**src/rtl/tdds_pkg.sv**
```systemverilog
package tdds_pkg;

  typedef enum logic [1:0] {
    WAVE_SINE   = 2'b00,
    WAVE_TRI    = 2'b01,
    WAVE_SQUARE = 2'b10,
    WAVE_SINE_B = 2'b11
  } wave_e;

  // Clamp a frequency setting into [lo, hi]
  function automatic int clamp_setting(input int s, input int lo, input int hi);
    if (s < lo) return lo;
    if (s > hi) return hi;
    return s;
  endfunction

  // Rounded offset of k thirds of a cycle for a phase of pw bits
  function automatic longint third_offset(input int k, input int pw);
    longint full;
    full = longint'(1) << pw;
    return (2 * k * full + 3) / 6;
  endfunction

  // sin(2*pi*q/depth) for q in [0, depth/4], by odd power series
  function automatic real quarter_sin(input int q, input int depth);
    real x, term, sum;
    x    = real'(q) * 6.283185307179586 / real'(depth);
    term = x;
    sum  = x;
    for (int i = 1; i <= 9; i++) begin
      term = -term * x * x / real'((2 * i) * (2 * i + 1));
      sum  = sum + term;
    end
    return sum;
  endfunction

  // Quantized sine code for table index k; zeros and peaks exact by symmetry
  function automatic int sine_code(input int k, input int depth, input int sw);
    int  half_d, quar_d, top, code;
    real s, v, mid;
    half_d = depth / 2;
    quar_d = depth / 4;
    top    = (1 << sw) - 1;
    mid    = real'(top) / 2.0;
    if (k <= quar_d)                 s =  quarter_sin(k, depth);
    else if (k <= half_d)            s =  quarter_sin(half_d - k, depth);
    else if (k <= half_d + quar_d)   s = -quarter_sin(k - half_d, depth);
    else                             s = -quarter_sin(depth - k, depth);
    v    = mid + mid * s + 0.5;
    code = $rtoi(v);
    if (code > top) code = top;
    if (code < 0) code = 0;
    return code;
  endfunction

endpackage

```
**src/rtl/tdds_phase_acc.sv**
```systemverilog
module tdds_phase_acc
  import tdds_pkg::*;
#(
  parameter int PHASE_W  = 20,
  parameter int FREQ_W   = 12,
  parameter int FREQ_MIN = 2,
  parameter int FREQ_MAX = 2000
) (
  input  logic               clk,
  input  logic               rst,
  input  logic [FREQ_W-1:0]  freq_units,
  input  logic               freq_load,
  output logic [PHASE_W-1:0] phase
);

  localparam logic [FREQ_W-1:0] TUNE_RESET = FREQ_W'(FREQ_MIN);

  logic [FREQ_W-1:0]  tune;
  logic [FREQ_W-1:0]  tune_clamped;
  logic [PHASE_W-1:0] phase_next;

  assign tune_clamped = FREQ_W'(clamp_setting(int'(freq_units), FREQ_MIN, FREQ_MAX));
  assign phase_next   = phase + PHASE_W'(tune);

  always_ff @(posedge clk) begin
    if (rst) begin
      phase <= '0;
      tune  <= TUNE_RESET;
    end else begin
      phase <= phase_next;
      if (freq_load) tune <= tune_clamped;
    end
  end


  acc_reset_chk: assert property (@(posedge clk)
    rst |=> (phase == '0 && tune == TUNE_RESET));


  tune_range_chk: assert property (@(posedge clk) disable iff (rst)
    (int'(tune) >= FREQ_MIN && int'(tune) <= FREQ_MAX));


  tune_hold_chk: assert property (@(posedge clk) disable iff (rst)
    !freq_load |=> $stable(tune));


  load_no_jump_chk: assert property (@(posedge clk) disable iff (rst)
    (freq_load && !$past(rst)) |=> (phase != $past(phase) || tune == '0));

endmodule

```
**src/rtl/tdds_channel.sv**
```systemverilog
module tdds_channel
  import tdds_pkg::*;
#(
  parameter int                 PHASE_W  = 20,
  parameter int                 ADDR_W   = 8,
  parameter int                 SAMPLE_W = 8,
  parameter logic [PHASE_W-1:0] OFFSET   = '0
) (
  input  logic                clk,
  input  logic                rst,
  input  logic [PHASE_W-1:0]  phase,
  input  logic [1:0]          wave_sel,
  output logic [SAMPLE_W-1:0] sample
);

  localparam int DEPTH = 1 << ADDR_W;

  function automatic logic [DEPTH*SAMPLE_W-1:0] build_rom();
    logic [DEPTH*SAMPLE_W-1:0] r;
    r = '0;
    for (int k = 0; k < DEPTH; k++)
      r[k*SAMPLE_W +: SAMPLE_W] = SAMPLE_W'(sine_code(k, DEPTH, SAMPLE_W));
    return r;
  endfunction

  localparam logic [DEPTH*SAMPLE_W-1:0] SINE_ROM = build_rom();

  logic [PHASE_W-1:0]  chan_phase;
  logic [ADDR_W-1:0]   lut_addr;
  logic [SAMPLE_W:0]   tri_bits;
  logic                upper_half;
  logic [SAMPLE_W-1:0] sine_val;
  logic [SAMPLE_W-1:0] tri_val;
  logic [SAMPLE_W-1:0] sq_val;
  logic [SAMPLE_W-1:0] shape_next;

  assign chan_phase = phase + OFFSET;
  assign lut_addr   = chan_phase[PHASE_W-1 -: ADDR_W];
  assign tri_bits   = chan_phase[PHASE_W-1 -: SAMPLE_W+1];
  assign upper_half = chan_phase[PHASE_W-1];
  assign sine_val   = SINE_ROM[int'(lut_addr)*SAMPLE_W +: SAMPLE_W];
  assign tri_val    = tri_bits[SAMPLE_W] ? ~tri_bits[SAMPLE_W-1:0] : tri_bits[SAMPLE_W-1:0];
  assign sq_val     = upper_half ? '0 : '1;

  always_comb begin
    unique case (wave_e'(wave_sel))
      WAVE_TRI:    shape_next = tri_val;
      WAVE_SQUARE: shape_next = sq_val;
      default:     shape_next = sine_val;
    endcase
  end

  always_ff @(posedge clk) begin
    if (rst) sample <= '0;
    else     sample <= shape_next;
  end


  sample_reset_chk: assert property (@(posedge clk)
    rst |=> (sample == '0));


  sq_level_chk: assert property (@(posedge clk) disable iff (rst)
    (!$past(rst) && $past(wave_sel) == WAVE_SQUARE) |-> (sample == '0 || sample == '1));


  tri_peak_chk: assert property (@(posedge clk) disable iff (rst)
    (wave_sel == WAVE_TRI && tri_bits == {1'b0, {SAMPLE_W{1'b1}}}) |=> (sample == '1));

endmodule

```
**src/rtl/tdds_three_phase.sv**
```systemverilog
module tdds_three_phase
  import tdds_pkg::*;
#(
  parameter int PHASE_W  = 20,
  parameter int ADDR_W   = 8,
  parameter int SAMPLE_W = 8,
  parameter int FREQ_W   = 12,
  parameter int FREQ_MIN = 2,
  parameter int FREQ_MAX = 2000
) (
  input  logic                clk,
  input  logic                rst,
  input  logic [FREQ_W-1:0]   freq_units,
  input  logic                freq_load,
  input  logic [1:0]          wave_sel,
  output logic [SAMPLE_W-1:0] ch0_sample,
  output logic [SAMPLE_W-1:0] ch1_sample,
  output logic [SAMPLE_W-1:0] ch2_sample,
  output logic                sample_valid
);

  localparam int N_CH = 3;

  logic [PHASE_W-1:0]  acc_phase;
  logic [SAMPLE_W-1:0] chan_out [N_CH];

  tdds_phase_acc #(
    .PHASE_W  (PHASE_W),
    .FREQ_W   (FREQ_W),
    .FREQ_MIN (FREQ_MIN),
    .FREQ_MAX (FREQ_MAX)
  ) acc_i (
    .clk        (clk),
    .rst        (rst),
    .freq_units (freq_units),
    .freq_load  (freq_load),
    .phase      (acc_phase)
  );

  for (genvar g = 0; g < N_CH; g++) begin : g_chan
    localparam logic [PHASE_W-1:0] OFF = PHASE_W'(third_offset(g, PHASE_W));
    tdds_channel #(
      .PHASE_W  (PHASE_W),
      .ADDR_W   (ADDR_W),
      .SAMPLE_W (SAMPLE_W),
      .OFFSET   (OFF)
    ) chan_i (
      .clk      (clk),
      .rst      (rst),
      .phase    (acc_phase),
      .wave_sel (wave_sel),
      .sample   (chan_out[g])
    );
  end

  assign ch0_sample = chan_out[0];
  assign ch1_sample = chan_out[1];
  assign ch2_sample = chan_out[2];

  always_ff @(posedge clk) begin
    if (rst) sample_valid <= 1'b0;
    else     sample_valid <= 1'b1;
  end


  valid_live_chk: assert property (@(posedge clk) disable iff (rst)
    !$past(rst) |-> sample_valid);


  valid_reset_chk: assert property (@(posedge clk)
    rst |=> !sample_valid);

endmodule

```
**config.mk**
```make
export PLATFORM = sky130hd
export DESIGN_NAME = tdds_three_phase
export DESIGN_NICKNAME = d
export VERILOG_FILES = /design/src/rtl/tdds_pkg.sv /design/src/rtl/tdds_phase_acc.sv /design/src/rtl/tdds_channel.sv /design/src/rtl/tdds_three_phase.sv
export SDC_FILE = /design/constraint.sdc
export NUM_CORES = 1
export LEC_CHECK = 0
export CORE_MARGIN = 4
export CORE_UTILIZATION = 45
export CTS_CLUSTER_DIAMETER = 50
export DETAILED_ROUTE_END_ITERATION = 6
export HOLD_SLACK_MARGIN = 0.1
export PLACE_DENSITY = 0.73
export SLEW_MARGIN = 25
export SYNTH_ARGS = -nofsm -noshare
export SYNTH_HDL_FRONTEND = slang
export SYNTH_SLANG_ARGS = --single-unit
```
**constraint.sdc**
```tcl
create_clock -name clk -period 6.72 [get_ports clk]
set_clock_uncertainty 0.1 [all_clocks]
set_input_delay 1.344 -clock clk [delete_from_list [all_inputs] [get_ports clk]]
set_output_delay 1.344 -clock clk [all_outputs]
set_load 0.005 [all_outputs]
```
==> results.sh, run 1 <==
export IMPL_grt_setup_unrepaired="no"
export IMPL_ys_top_cells_by_area="dfxtp_1, a21oi_1, ha_1"
export IMPL_swShare_pct=33.9
export IMPL_avgSynthCellArea_um2=6.52
export IMPL_leakage_nw=3.72
export IMPL_hold_viol=0
export IMPL_yosysSeqAreaShare_pct=11.5
export IMPL_synth_commonest_cells="nor2_1, a21oi_1, nand2_1, o21ai_0, clkbuf_1"
export IMPL_grt_pass1_vias=11000
export IMPL_place_area_mm2=0.0103
export IMPL_period_share_pct=68.9
export IMPL_root_buffer="clkbuf_16"
export IMPL_critPathSlowestCell="dfxtp_1"
export IMPL_synth_edf_count=0
export IMPL_wl_per_cell_um=22.0
export IMPL_hpwl_mm=25.7
export IMPL_die_width_um=157
export IMPL_cts_setup_buffers=0
export IMPL_die_area_mm2=0.0245
export IMPL_vias=12500
export IMPL_htreeDepth=3
export IMPL_path_class="reg -> reg"
export IMPL_yosysWarnings=0
export IMPL_path_cells="or2_2, o31a_1, nand2_1, xnor2_2, buf_4, clkinv_1, ha_1, nor2_1, o21ai_0, o211ai_1, o21ai_0, o32ai_1, a311oi_1, o211a_1"
export IMPL_worstMarginPinSlew_ns=1.00
export IMPL_layout_nets=1527
export IMPL_grt_pass1_wl_mm=60.1
export IMPL_min_to="acc_i.tune[7]"
export IMPL_cts_clk_slew_worst_paths_ns=0.06
export IMPL_dp_cells=1724
export IMPL_start_util_pct=45.6
export IMPL_cp_max_fo=20
export IMPL_yosysTopAreaCell="dfxtp_1"
export IMPL_antenna_found_initial=0
export IMPL_drive_above_1_share_pct=6.71
export IMPL_port_buffer_count=41
export IMPL_setup_tns_ns=0
export IMPL_hold_buffers=0
export IMPL_seqPwrFrac_pct=33.3
export IMPL_yosysMostFrequentCell="nor2_1"
export IMPL_cellPowerDensity_mw_per_mm2=111
export IMPL_synth_top_area_share_pct=11.5
export IMPL_ys_seq_elements=57
export IMPL_irDropWorstVdd_mv=0.111
export IMPL_r2r_cells=14
export IMPL_synth_area_mm2=0.00992
export IMPL_final_cells=1740
export IMPL_via_per_inst=7.18
export IMPL_synthCells=1522
export IMPL_cts_tree="done"
export IMPL_status="complete, but fails checks"
export IMPL_path_common_cell="o21ai_0"
export IMPL_cp_start_kind="flip-flop"
export IMPL_die_y_um=157
export IMPL_routabilityCongestion=1.05
export IMPL_r2r_start="acc_i.phase[11]"
export IMPL_cp_required_ns=6.84
export IMPL_insertion_delay_ns=0.34
export IMPL_cts_sinks=57
export IMPL_critPathTopFamily="compound AO/OA/AOI/OAI gates"
export IMPL_hold_start="acc_i.tune[7]"
export IMPL_pwr_share_clk_pct=39.5
export IMPL_period_needed_ns=4.63
export IMPL_slew_headroom_pct=32.9
export IMPL_cap_violations=0
export IMPL_grt_max_degree=61
export IMPL_combPwrFrac_pct=27.2
export IMPL_rows=54
export IMPL_setup_viol=0
export IMPL_p_sw_mw=0.399
export IMPL_areaGrowthSynthToFinish_pct=6.90
export IMPL_violations="design-rule violations"
export IMPL_numCtsBuffers=9
export IMPL_nFillCells=2192
export IMPL_r2r_end="g_chan[1].chan_i.sample[2]"
export IMPL_ios=42
export IMPL_intPower_mw=0.780
export IMPL_coreArea_mm2=0.0218
export IMPL_clockBufferDepth=2
export IMPL_overflow=0
export IMPL_cpPeakStageDelay_ns=0.69
export IMPL_initialDrtViolationCount=2297
export IMPL_stdcell_area_mm2=0.0106
export IMPL_ys_types=89
export IMPL_final_max_slew_violation_count=0
export IMPL_clock_fmax_ghz=0.216
export IMPL_wl_mm=38.2
export IMPL_synth_ff_type="dfxtp_1"
export IMPL_worst_path_buf_inv=2
export IMPL_reg2reg_slack_ns=2.09
export IMPL_crit_path_end_kind="flip-flop"
export IMPL_worstHoldPathType="reg -> reg"
export IMPL_ant_nets=0
export IMPL_drc=1
export IMPL_syn_nets=1594
export IMPL_hold_depth=2
export IMPL_cts_resized_gates=0
export IMPL_firstDrtPassIters=7
export IMPL_antenna_cells=0
export IMPL_track_usage_pct=29.8
export IMPL_async_flop_share_pct=0
export IMPL_cp_arrival_ns=4.76
==> worst register-to-register path: cells and delay by family (launching register included) <==
family	cells	cell delay (ns)
AO/OA/AOI/OAI	7	1.14
AND/OR/NAND/NOR	3	1.06
buffers and inverters	2	0.73
flip-flops	1	0.69
adder cells (fa/ha/maj)	1	0.58
XOR/XNOR	1	0.22
==> power groups by stage <==
stage,Clock (mW),Sequential (mW),Combinational (mW)
finish,0.466,0.392,0.321
global route,0.489,0.395,0.349
CTS,0.473,0.391,0.311
detailed placement,0,0.398,0.310
global placement,0,0.397,0.305
floorplan,0,0.388,0.219
==> cells in the final DEF, fill, tap and decap left out, types with 15 or more instances in the layout <==
master	instances
o22ai_1	21
o211ai_1	36
a211oi_1	47
a31oi_1	36
clkdlybuf4s50_1	40
o221ai_1	15
o21ai_0	133
nor3_1	60
buf_4	34
a21oi_1	158
xnor2_1	31
ha_1	54
dfxtp_1	54
nand2_1	143
nand3_1	41
o31ai_1	16
nor2_1	172
a311oi_1	18
inv_1	38
nand2b_1	16
a221oi_1	18
or3_1	19
==> per-layer routing <==
layer	up-vias	track usage, %	wire length [um]
met5	-	0	0
met1	5689	41.0	15200
met2	1039	44.0	16300
met4	0	12.1	1480
li1	5591	-	-
met3	177	7.96	5230
==> worst max path at each step <==
stage,startpoint,slack (ns),to,depth (start not counted)
global route,acc_i.phase[11],1.83,g_chan[1].chan_i.sample[2],14
detailed placement,wave_sel[0],2.18,g_chan[1].chan_i.sample[0],8
global placement,wave_sel[0],2.26,g_chan[1].chan_i.sample[0],8
finish,acc_i.phase[11],2.09,g_chan[1].chan_i.sample[2],14
floorplan,acc_i.phase[13],2.64,g_chan[2].chan_i.sample[1],19
CTS,acc_i.phase[11],2.25,g_chan[1].chan_i.sample[2],14
==> registers in the layout, summed over array words and instances (netlist names) <==
signal / flops
g_chan.chan_i.sample: 24
acc_i.phase: 20
acc_i.tune: 12
sample_valid: 1
==> stage by stage <==
step	setup WS (ns)	hold slack, ns	power (mW)	utilization [%]
final	2.09	0.381	1.18	48.8
after global routing	1.83	0.400	1.23	48.8
after CTS	2.25	0.382	1.17	48.8
after detailed placement	2.18	0.373	0.708	47.4
after global placement	2.26	0.363	0.702	47.4
after floorplan	2.64	0.345	0.608	-
==> cells by family (layout without fill, tap and decap cells) <==
family,count (synthesis),after routing,share of synthesized area [%]
compound gates,635,635,42.6
xor+xnor,49,49,4.85
fa+ha+maj,55,55,7.01
buf+inv,197,135,8.46
flops,57,57,11.5
mux,14,14,1.95
simple gates,515,515,23.7
==> area by class of cell <==
class | instances | area, um2 | area share [%]
Clock buffer | 9 | 225 | 2.12
Clock inverter | 7 | 68.8 | 0.649
Inverter | 44 | 165 | 1.56
Multi-Input combinational cell | 1268 | 7990 | 75.4
Sequential cell | 57 | 1140 | 10.8
Tap cell | 280 | 350 | 3.30
Timing Repair Buffer | 75 | 661 | 6.23
Power figures use the tool's default switching activity.
==> run 2: changes to the inputs <==
==> constraint.sdc (replaced) <==
create_clock -name clk -period 4.7 [get_ports clk]
set_clock_uncertainty 0.1 [all_clocks]
set_input_delay 0.94 -clock clk [delete_from_list [all_inputs] [get_ports clk]]
set_output_delay 0.94 -clock clk [all_outputs]
set_load 0.005 [all_outputs]
==> run 2 against run 1 <==
- the run now ends clean
- sequential share of layout area down 0.25 points
- clock-buffer cell count unchanged
- sequential cell count unchanged
- core utilization up 1.2 points
- via count up 0.95%
- die area unchanged
- combinational power up 48%
- non-clock buffer count up 29
- sequential power up 43%
- final area up 2.4%
- critical endpoint is now g_chan[1].chan_i.sample[0]
- largest cell class unchanged
- largest power group unchanged
==> results.sh, run 2 (synthesis results as in run 1) <==
export IMPL_cellPowerDensity_mw_per_mm2=159
export IMPL_crit_path_end_kind="flip-flop"
export IMPL_cp_start_kind="flip-flop"
export IMPL_root_buffer="clkbuf_16"
export IMPL_swShare_pct=34.6
export IMPL_start_util_pct=45.6
export IMPL_slew_headroom_pct=40.0
export IMPL_track_usage_pct=31.9
export IMPL_hpwl_mm=28.0
export IMPL_period_share_pct=89.9
export IMPL_grt_pass1_vias=11200
export IMPL_intPower_mw=1.13
export IMPL_numCtsBuffers=9
export IMPL_die_y_um=157
export IMPL_irDropWorstVdd_mv=0.169
export IMPL_critPathSlowestCell="dfxtp_1"
export IMPL_drive_above_1_share_pct=8.53
export IMPL_cts_setup_buffers=0
export IMPL_die_area_mm2=0.0245
export IMPL_combPwrFrac_pct=27.4
export IMPL_pwr_share_clk_pct=40.1
export IMPL_die_width_um=157
export IMPL_registers_top_by_ff_count="g_chan.chan_i.sample"
export IMPL_cts_clk_slew_worst_paths_ns=0.06
export IMPL_rows=54
export IMPL_seqPwrFrac_pct=32.5
export IMPL_port_buffer_count=41
export IMPL_cp_arrival_ns=4.31
export IMPL_routabilityCongestion=1.01
export IMPL_setup_viol=0
export IMPL_clock_fmax_ghz=0.237
export IMPL_cpPeakStageDelay_ns=0.68
export IMPL_layout_nets=1556
export IMPL_cts_resized_gates=0
export IMPL_period_needed_ns=4.23
export IMPL_antenna_found_initial=0
export IMPL_final_max_slew_violation_count=0
export IMPL_grt_max_degree=58
export IMPL_final_common_cell="nor2_1"
export IMPL_nFillCells=2216
export IMPL_worstMarginPinSlew_ns=0.900
export IMPL_largest_reg_flops=24
export IMPL_grt_pass1_wl_mm=63.4
export IMPL_drc=0
export IMPL_cts_sinks=57
export IMPL_p_sw_mw=0.598
export IMPL_path_class="reg -> reg"
export IMPL_via_per_inst=7.13
export IMPL_coreArea_mm2=0.0218
export IMPL_hold_viol=0
export IMPL_firstDrtPassIters=7
export IMPL_cp_max_fo=15
export IMPL_setup_tns_ns=0
export IMPL_grt_setup_unrepaired="no"
export IMPL_wl_per_cell_um=23.0
export IMPL_startpoint="acc_i.phase[12]"
export IMPL_hold_start="acc_i.tune[7]"
export IMPL_leakage_nw=3.88
export IMPL_cts_tree="done"
export IMPL_ios=42
export IMPL_wl_mm=40.7
export IMPL_htreeDepth=3
export IMPL_ant_nets=0
export IMPL_vias=12600
export IMPL_final_cells=1769
export IMPL_insertion_delay_ns=0.34
export IMPL_clockBufferDepth=2
export IMPL_top_regs="g_chan.chan_i.sample: 24 flops, acc_i.phase: 20 flops, acc_i.tune: 12 flops"
export IMPL_cp_required_ns=4.79
export IMPL_overflow=0
export IMPL_status="completed"
export IMPL_antenna_cells=0
export IMPL_r2r_start="acc_i.phase[12]"
export IMPL_worst_path_buf_inv=3
export IMPL_layout_common_cells="nor2_1, a21oi_1, nand2_1, o21ai_0, buf_4"
export IMPL_path_cells="inv_2, o211ai_1, nand2_1, xnor2_2, clkinv_1, ha_1, buf_4, nor2_1, nor3_1, a31oi_1, a21oi_1, nor4_1, a2111oi_1"
export IMPL_hold_buffers=0
export IMPL_initialDrtViolationCount=1984
export IMPL_cap_violations=0
export IMPL_dp_cells=1753
export IMPL_areaGrowthSynthToFinish_pct=9.46
export IMPL_critPathTopFamily="simple AND/OR/NAND/NOR gates"
export IMPL_worstHoldPathType="reg -> reg"
## run 2: cell type report
class | count | area (um2) | area share, %
clock inverters | 7 | 80.1 | 0.737
clock buffers | 9 | 225 | 2.07
multi-input cells | 1268 | 7990 | 73.6
repair buffers | 104 | 903 | 8.32
well taps | 280 | 350 | 3.23
flip-flops and latches | 57 | 1140 | 10.5
inverters | 44 | 165 | 1.52
## run 2: through the flow
stage / utilization, % / cell area (um2) / total power, mW / setup slack, ns / hold WS [ns]
finish: 49.9 / 10900 / 1.73 / 0.473 / 0.374
global route: 49.9 / 10900 / 1.80 / 0.255 / 0.410
CTS: 49.9 / 10900 / 1.72 / 0.567 / 0.377
global placement: 48.5 / 10600 / 1.02 / 0.635 / 0.361
detailed placement: 48.5 / 10600 / 1.03 / 0.603 / 0.367
floorplan: - / 9920 / 0.869 / 0.621 / 0.345
## run 2: per-layer routing
layer / vias to the layer above / share of wire (%) / global-route usage, %
met5: - / 0 / 0
met3: 162 / 12 / 6.22
li1: 5664 / - / -
met4: 0 / 4.2 / 11.7
met1: 5817 / 41 / 45.2
met2: 972 / 43 / 47.9
## run 2: final timing paths
| kind | end | slack, ns | depth (start not counted) |
|---|---|---|---|
| setup / recovery | g_chan[1].chan_i.sample[0] | 0.47 | 13 |
| hold / removal | acc_i.tune[7] | 0.37 | 2 |
| setup reg to reg | g_chan[1].chan_i.sample[0] | 0.47 | 13 |
| hold reg to reg | acc_i.tune[7] | 0.37 | 2 |
## run 2: worst min-delay path, stage by stage, from the launching register on
cell     delay (ns)
dfxtp_1        0.32
nand2_1        0.06
a21oi_1        0.05
## run 2: power by group through the flow
stage | sequential, mW | combinational (mW) | clock (mW)
after floorplan | 0.555 | 0.314 | 0
after global placement | 0.569 | 0.456 | 0
after detailed placement | 0.570 | 0.456 | 0
after CTS | 0.560 | 0.461 | 0.695
after global routing | 0.566 | 0.514 | 0.720
final | 0.561 | 0.474 | 0.692
